### src/rtl/rl_pkg.sv
package rl_pkg;

    // One beat as seen by a single bucket after port decode
    typedef struct packed {
        logic valid;
        logic sop;
        logic eop;
    } beat_t;

    // Scale applied to packet cost and limit relative to word tokens
    localparam int unsigned COARSE_SHIFT = 8;

    // Subtract with a floor at zero
    function automatic logic [31:0] sat_sub(input logic [31:0] a, input logic [31:0] b);
        return (a > b) ? (a - b) : 32'd0;
    endfunction

    // Add with a ceiling at max_v
    function automatic logic [31:0] sat_add(input logic [31:0] a, input logic [31:0] b,
                                            input logic [31:0] max_v);
        logic [32:0] sum;
        sum = {1'b0, a} + {1'b0, b};
        return (sum > {1'b0, max_v}) ? max_v : sum[31:0];
    endfunction

endpackage

### src/rtl/rl_cfg_bank.sv
module rl_cfg_bank #(
    parameter int NUM_PORTS = 4,
    parameter int PKT_W     = 10,
    parameter int WORD_W    = 12,
    parameter int LIM_W     = 12,
    localparam int PORT_W   = (NUM_PORTS > 1) ? $clog2(NUM_PORTS) : 1
) (
    input  logic                              clk,
    input  logic                              rst,
    input  logic                              we,
    input  logic [PORT_W-1:0]                 wport,
    input  logic [PKT_W-1:0]                  wpkt,
    input  logic [WORD_W-1:0]                 wword,
    input  logic [LIM_W-1:0]                  wlim,
    output logic [NUM_PORTS-1:0][PKT_W-1:0]   pkt_cost,
    output logic [NUM_PORTS-1:0][WORD_W-1:0]  word_cost,
    output logic [NUM_PORTS-1:0][LIM_W-1:0]   limit
);

    for (genvar p = 0; p < NUM_PORTS; p++) begin : g_port
        logic hit;
        assign hit = we && (wport == PORT_W'(p));

        always_ff @(posedge clk) begin
            if (rst) begin
                pkt_cost[p]  <= '0;
                word_cost[p] <= '0;
                limit[p]     <= '0;
            end else if (hit) begin
                pkt_cost[p]  <= wpkt;
                word_cost[p] <= wword;
                limit[p]     <= wlim;
            end
        end

        AST_CFG_LOAD: assert property (@(posedge clk) disable iff (rst)
            (we && wport == PORT_W'(p)) |=> (limit[p] == $past(wlim) && word_cost[p] == $past(wword)
                                             && pkt_cost[p] == $past(wpkt)));
        AST_CFG_HOLD: assert property (@(posedge clk) disable iff (rst)
            !(we && wport == PORT_W'(p)) |=> ($stable(limit[p]) && $stable(word_cost[p])
                                              && $stable(pkt_cost[p])));
    end

endmodule

### src/rtl/rl_bucket.sv
module rl_bucket
    import rl_pkg::*;
#(
    parameter int PKT_W    = 10,
    parameter int WORD_W   = 12,
    parameter int LIM_W    = 12,
    parameter int REFILL   = 3,
    localparam int LVL_W   = LIM_W + 8
) (
    input  logic              clk,
    input  logic              rst,
    input  beat_t             beat,
    input  logic [PKT_W-1:0]  pkt_cost,
    input  logic [WORD_W-1:0] word_cost,
    input  logic [LIM_W-1:0]  limit,
    output logic [LVL_W-1:0]  level,
    output logic              send_ok
);

    localparam logic [31:0] LVL_MAX = (32'd1 << LVL_W) - 32'd1;
    localparam logic [31:0] REFILL32 = 32'(REFILL);

    logic [31:0] charge;
    logic [31:0] drained;
    logic [31:0] next_lvl;
    logic [LVL_W-1:0] thresh;
    logic in_pkt;

    always_comb begin
        charge = 32'd0;
        if (beat.valid) begin
            charge = 32'(word_cost);
            if (beat.sop)
                charge = charge + (32'(pkt_cost) << COARSE_SHIFT);
        end
        drained  = sat_sub(32'(level), REFILL32);
        next_lvl = sat_add(drained, charge, LVL_MAX);
    end

    always_ff @(posedge clk) begin
        if (rst) begin
            level  <= '0;
            in_pkt <= 1'b0;
        end else begin
            level <= LVL_W'(next_lvl);
            if (beat.valid) begin
                if (beat.eop)
                    in_pkt <= 1'b0;
                else if (beat.sop)
                    in_pkt <= 1'b1;
            end
        end
    end

    assign thresh  = {limit, 8'h00};
    assign send_ok = in_pkt || (level <= thresh);

    AST_IDLE_DRAIN: assert property (@(posedge clk) disable iff (rst)
        !beat.valid |=> (level <= $past(level)));
    AST_FLOOR_ZERO: assert property (@(posedge clk) disable iff (rst)
        (!beat.valid && 32'(level) <= REFILL32) |=> (level == '0));
    AST_NO_WRAP: assert property (@(posedge clk) disable iff (rst)
        (beat.valid && 32'(word_cost) >= REFILL32) |=> (level >= $past(level)));
    AST_MIDPKT_HOLD: assert property (@(posedge clk) disable iff (rst)
        (beat.valid && beat.sop && !beat.eop) |=> send_ok);

endmodule

### src/rtl/rl_port_limiter.sv
module rl_port_limiter
    import rl_pkg::*;
#(
    parameter int NUM_PORTS = 4,
    parameter int PKT_W     = 10,
    parameter int WORD_W    = 12,
    parameter int LIM_W     = 12,
    parameter int REFILL    = 3,
    localparam int PORT_W   = (NUM_PORTS > 1) ? $clog2(NUM_PORTS) : 1,
    localparam int LVL_W    = LIM_W + 8
) (
    input  logic                 clk,
    input  logic                 rst,
    input  logic                 cfg_we,
    input  logic [PORT_W-1:0]    cfg_port,
    input  logic [PKT_W-1:0]     cfg_pkt_cost,
    input  logic [WORD_W-1:0]    cfg_word_cost,
    input  logic [LIM_W-1:0]     cfg_limit,
    input  logic                 tx_valid,
    input  logic [PORT_W-1:0]    tx_port,
    input  logic                 tx_sop,
    input  logic                 tx_eop,
    output logic [NUM_PORTS-1:0] send_ok
);

    logic [NUM_PORTS-1:0][PKT_W-1:0]  pkt_cost;
    logic [NUM_PORTS-1:0][WORD_W-1:0] word_cost;
    logic [NUM_PORTS-1:0][LIM_W-1:0]  limit;
    logic [NUM_PORTS-1:0][LVL_W-1:0]  level;

    rl_cfg_bank #(
        .NUM_PORTS (NUM_PORTS),
        .PKT_W     (PKT_W),
        .WORD_W    (WORD_W),
        .LIM_W     (LIM_W)
    ) u_cfg (
        .clk       (clk),
        .rst       (rst),
        .we        (cfg_we),
        .wport     (cfg_port),
        .wpkt      (cfg_pkt_cost),
        .wword     (cfg_word_cost),
        .wlim      (cfg_limit),
        .pkt_cost  (pkt_cost),
        .word_cost (word_cost),
        .limit     (limit)
    );

    for (genvar p = 0; p < NUM_PORTS; p++) begin : g_bkt
        beat_t bt;
        always_comb begin
            bt.valid = tx_valid && (tx_port == PORT_W'(p));
            bt.sop   = tx_sop;
            bt.eop   = tx_eop;
        end

        rl_bucket #(
            .PKT_W   (PKT_W),
            .WORD_W  (WORD_W),
            .LIM_W   (LIM_W),
            .REFILL  (REFILL)
        ) u_bkt (
            .clk       (clk),
            .rst       (rst),
            .beat      (bt),
            .pkt_cost  (pkt_cost[p]),
            .word_cost (word_cost[p]),
            .limit     (limit[p]),
            .level     (level[p]),
            .send_ok   (send_ok[p])
        );

        AST_OTHER_PORT: assert property (@(posedge clk) disable iff (rst)
            !(tx_valid && tx_port == PORT_W'(p)) |=> (level[p] <= $past(level[p])));
    end

endmodule

### config.mk
export PLATFORM = sky130hd
export DESIGN_NAME = rl_port_limiter
export DESIGN_NICKNAME = d
export VERILOG_FILES = /design/src/rtl/rl_pkg.sv /design/src/rtl/rl_cfg_bank.sv /design/src/rtl/rl_bucket.sv /design/src/rtl/rl_port_limiter.sv
export SDC_FILE = /design/constraint.sdc
export NUM_CORES = 1
export LEC_CHECK = 0
export BUFFER_PORTS_ARGS = -buffer_cell sky130_fd_sc_hd__buf_2
export CORE_MARGIN = 1.5
export CORE_UTILIZATION = 55
export DETAILED_ROUTE_END_ITERATION = 10
export GPL_TIMING_DRIVEN = 0
export PLACE_DENSITY_LB_ADDON = 0.3
export SLEW_MARGIN = 25
export SYNTH_ARGS = -nofsm -noshare
export SYNTH_HDL_FRONTEND = slang
export SYNTH_HIERARCHICAL = 1
export SYNTH_SLANG_ARGS = --single-unit
### constraint.sdc
create_clock -name clk -period 5.6 [get_ports clk]
set_clock_uncertainty 0.05 [all_clocks]
set_input_delay 0.28 -clock clk [delete_from_list [all_inputs] [get_ports clk]]
set_output_delay 0.28 -clock clk [all_outputs]
set_load 0.03 [all_outputs]
==> impl_metrics.csv <==
group,metric,value,unit
sta,post-route-min-period,5.09,ns
logic_synthesis,avgSynthCellArea,8.44,um2
critical_path,endpoint_kind,"register",
run,maxCapViolCount,0,
sta,period_share,0.908,
critical_path,cp-start-kind,"register",
logic_synthesis,ys_ff_latch,220,
route,first_pass_iters,6,
global_routing,grt_overflow_total,0,
global_routing,grt_pass1_vias,14100,
final_layout,final_nets,2222,
die,fp.dieArea,30900,um2
sta,max_clock_freq,197,MHz
sta,finalSetupViolCount,0,
route,drtAntennaViolNets,0,
final_layout,drive_above_1_share,0.0770,
clocking,root_buffer,"clkbuf_16",
logic_synthesis,synth_seq_area_share,0.268,
final_layout,stdcell_area,18100,um2
logic_synthesis,synth-edff-count,0,
power_and_ir_drop,leakage,7.91,nW
global_routing,grt_use_total,0.293,
place,place_congestion,0.914,
route,wl_per_cell,18.8,um
place,post-dp-hpwl,34.7,mm
logic_synthesis,synth.most_common_cell,"dfxtp_1",
logic_synthesis,async_flop_share,0,
logic_synthesis,synth_top_cell_by_area,"dfxtp_1",
clocking,tritoncts,"built",
clocking,cts_sinks,220,
logic_synthesis,synth_top_area_frac,0.268,
clocking,cts_made_buffers,26,
final_layout,seq_area,4400,um2
clocking,path_clk_slew,0.06,ns
route,drt_iter0_markers,989,
clocking,htreeDepth,1,
route,drc,0,
sta,hold_viol_final,0,
run_status,status,"completed",
die,start_util,0.556,
final_layout,n_fill_cell,2592,
logic_synthesis,netlist_area,16400,um2
critical_path,crit_fanout,10,
final_layout,diodes,0,
final_layout,synthToLayoutAreaGrowth,9.97,%
die,die_y,176,um
worst_hold_path,min_path_type,"in -> reg",
route,viasPerCell,5.93,
global_routing,antenna_found_initial,1,
clocking,clock_latency,0.54,ns
final_layout,multi_input_area,11300,um2
die,row_count,63,
logic_synthesis,synth_fp_nets,2148,
clocking,hold_buffers,0,
die,core-area,29600,um2
critical_path,worst_ep_arrival_time,5.44,ns
logic_synthesis,ys_types,68,
logic_synthesis,netlist_top_cells_count,"dfxtp_1, nand2b_1, a21oi_1",
die,die_w,176,um
sta,rsz0062_at_grt,"false",
logic_synthesis,synth_area_leaders,"dfxtp_1, ha_1, mux2i_1, nand2b_1, xnor2_1",
place,dpl_cell_area,17200,um2
die,pin_count,48,
logic_synthesis,yosys_warnings,6,
clocking,cts.repair.resized,0,
power_and_ir_drop,finalPower,8.79,mW
place,portBuffers,46,
power_and_ir_drop,peakVddDrop,0.230,mV
sta,tightest_slew,0.691,ns
route,vias,14400,
worst_hold_path,hold_path_depth,2,
clocking,post_cts_buffers,0,
critical_path,required,5.95,ns
logic_synthesis,ys.flop_type,"dfxtp_1",
power_and_ir_drop,powerDensity,487,nW/um2
sta,finalSetupTns,0,ns
global_routing,grt_pass1_wl,72.9,mm
logic_synthesis,syn_inst,1948,
sta,slew_viol_final,0,
global_routing,grt_max_degree,17,
critical_path,reg2reg_depth,14,
sta,slew_headroom,0.534,
critical_path,crit_type,"reg -> reg",
route,wl,45.7,mm
clocking,cts.path.max_buffers,3,
worst paths after layout:
check                           start                       end  slack (ns)
max          g_bkt[0].u_bkt/level[10]  g_bkt[0].u_bkt/level[17]        0.51
max reg2reg  g_bkt[0].u_bkt/level[10]  g_bkt[0].u_bkt/level[17]        0.51
min                            tx_eop     g_bkt[0].u_bkt/in_pkt         0.1
min reg2reg       u_cfg/word_cost[29]       u_cfg/word_cost[29]        0.42
power breakdown:
| part | leakage, nW | internal (mW) | total (mW) | switching, mW |
|---|---|---|---|---|
| Clock | 0.453 | 1.12 | 1.82 | 0.706 |
| Combinational | 5.66 | 1.97 | 4.78 | 2.81 |
| Sequential | 1.80 | 1.84 | 2.19 | 0.350 |
metal layers:
layer,track usage,wire (um),vias up
li1,-,-,7011
met1,0.383,20000,6830
met2,0.495,21300,466
met3,0.0355,2820,98
met4,0.107,1600,2
met5,0,13,-
logic make-up after synthesis:
kind of cell | after synthesis | synth area share
DFF | 220 | 0.268
and+or+nand+nor | 692 | 0.234
AOI/OAI and AO/OA | 404 | 0.160
muxes | 154 | 0.0938
adders and majority gates | 156 | 0.122
buffers and inverters | 179 | 0.0460
xor gates and xnor gates | 143 | 0.0762
sequential cells by signal (all words and copies together) (netlist names):
signal and flops:
u_cfg/word_cost 48, g_bkt.u_bkt/level 80, g_bkt.u_bkt/in_pkt 4, u_cfg/limit 48, u_cfg/pkt_cost 40
layout make-up:
cell class	instances	area share
multi-input combinational	1549	0.624
buffer	74	0.0201
clock inverter	13	0.0101
tap	390	0.0270
clock buffer	33	0.0408
sequential	220	0.244
timing repair buffer	46	0.0127
inverter	105	0.0218
metrics by stage:
step	util	setup slack [ns]	hold WS, ns	cells
floorplan	-	1.56	0.330	1948
global placement	0.580	0.728	0.405	2384
detailed placement	0.580	0.682	0.410	2384
CTS	0.612	0.627	0.0726	2430
global route	0.612	0.187	0.0633	2430
finish	0.612	0.513	0.0951	2430
critical path, stage by stage, from the launching register on:
cell and delay, ns:
dfxtp_1 0.37, or4_1 0.64, nor4_1 0.56, nor4b_4 0.55, buf_2 0.32, nor2_1 0.08
ha_1 0.27, clkbuf_1 0.19, o21ai_0 0.26, a21oi_1 0.08, nor4_1 0.56, a21oi_1 0.24
o21ai_2 0.37, buf_2 0.32, a21oi_1 0.10
cell usage in the layout, fill, tap and decap left out, types with 33 or more instances in the layout:
| cell | synthesis | final |
|---|---|---|
| a21oi_1 | 160 | 160 |
| and2_1 | 38 | 38 |
| buf_2 | 11 | 57 |
| clkbuf_1 | 47 | 49 |
| dfxtp_1 | 220 | 220 |
| ha_1 | 148 | 148 |
| inv_1 | 105 | 105 |
| mux2i_1 | 154 | 154 |
| nand2_1 | 101 | 101 |
| nand2b_1 | 188 | 188 |
| nor2_1 | 147 | 147 |
| nor2b_1 | 33 | 33 |
| o21ai_0 | 57 | 57 |
| xnor2_1 | 92 | 92 |
| xor2_1 | 51 | 51 |
(Power assumes the default switching activity.)
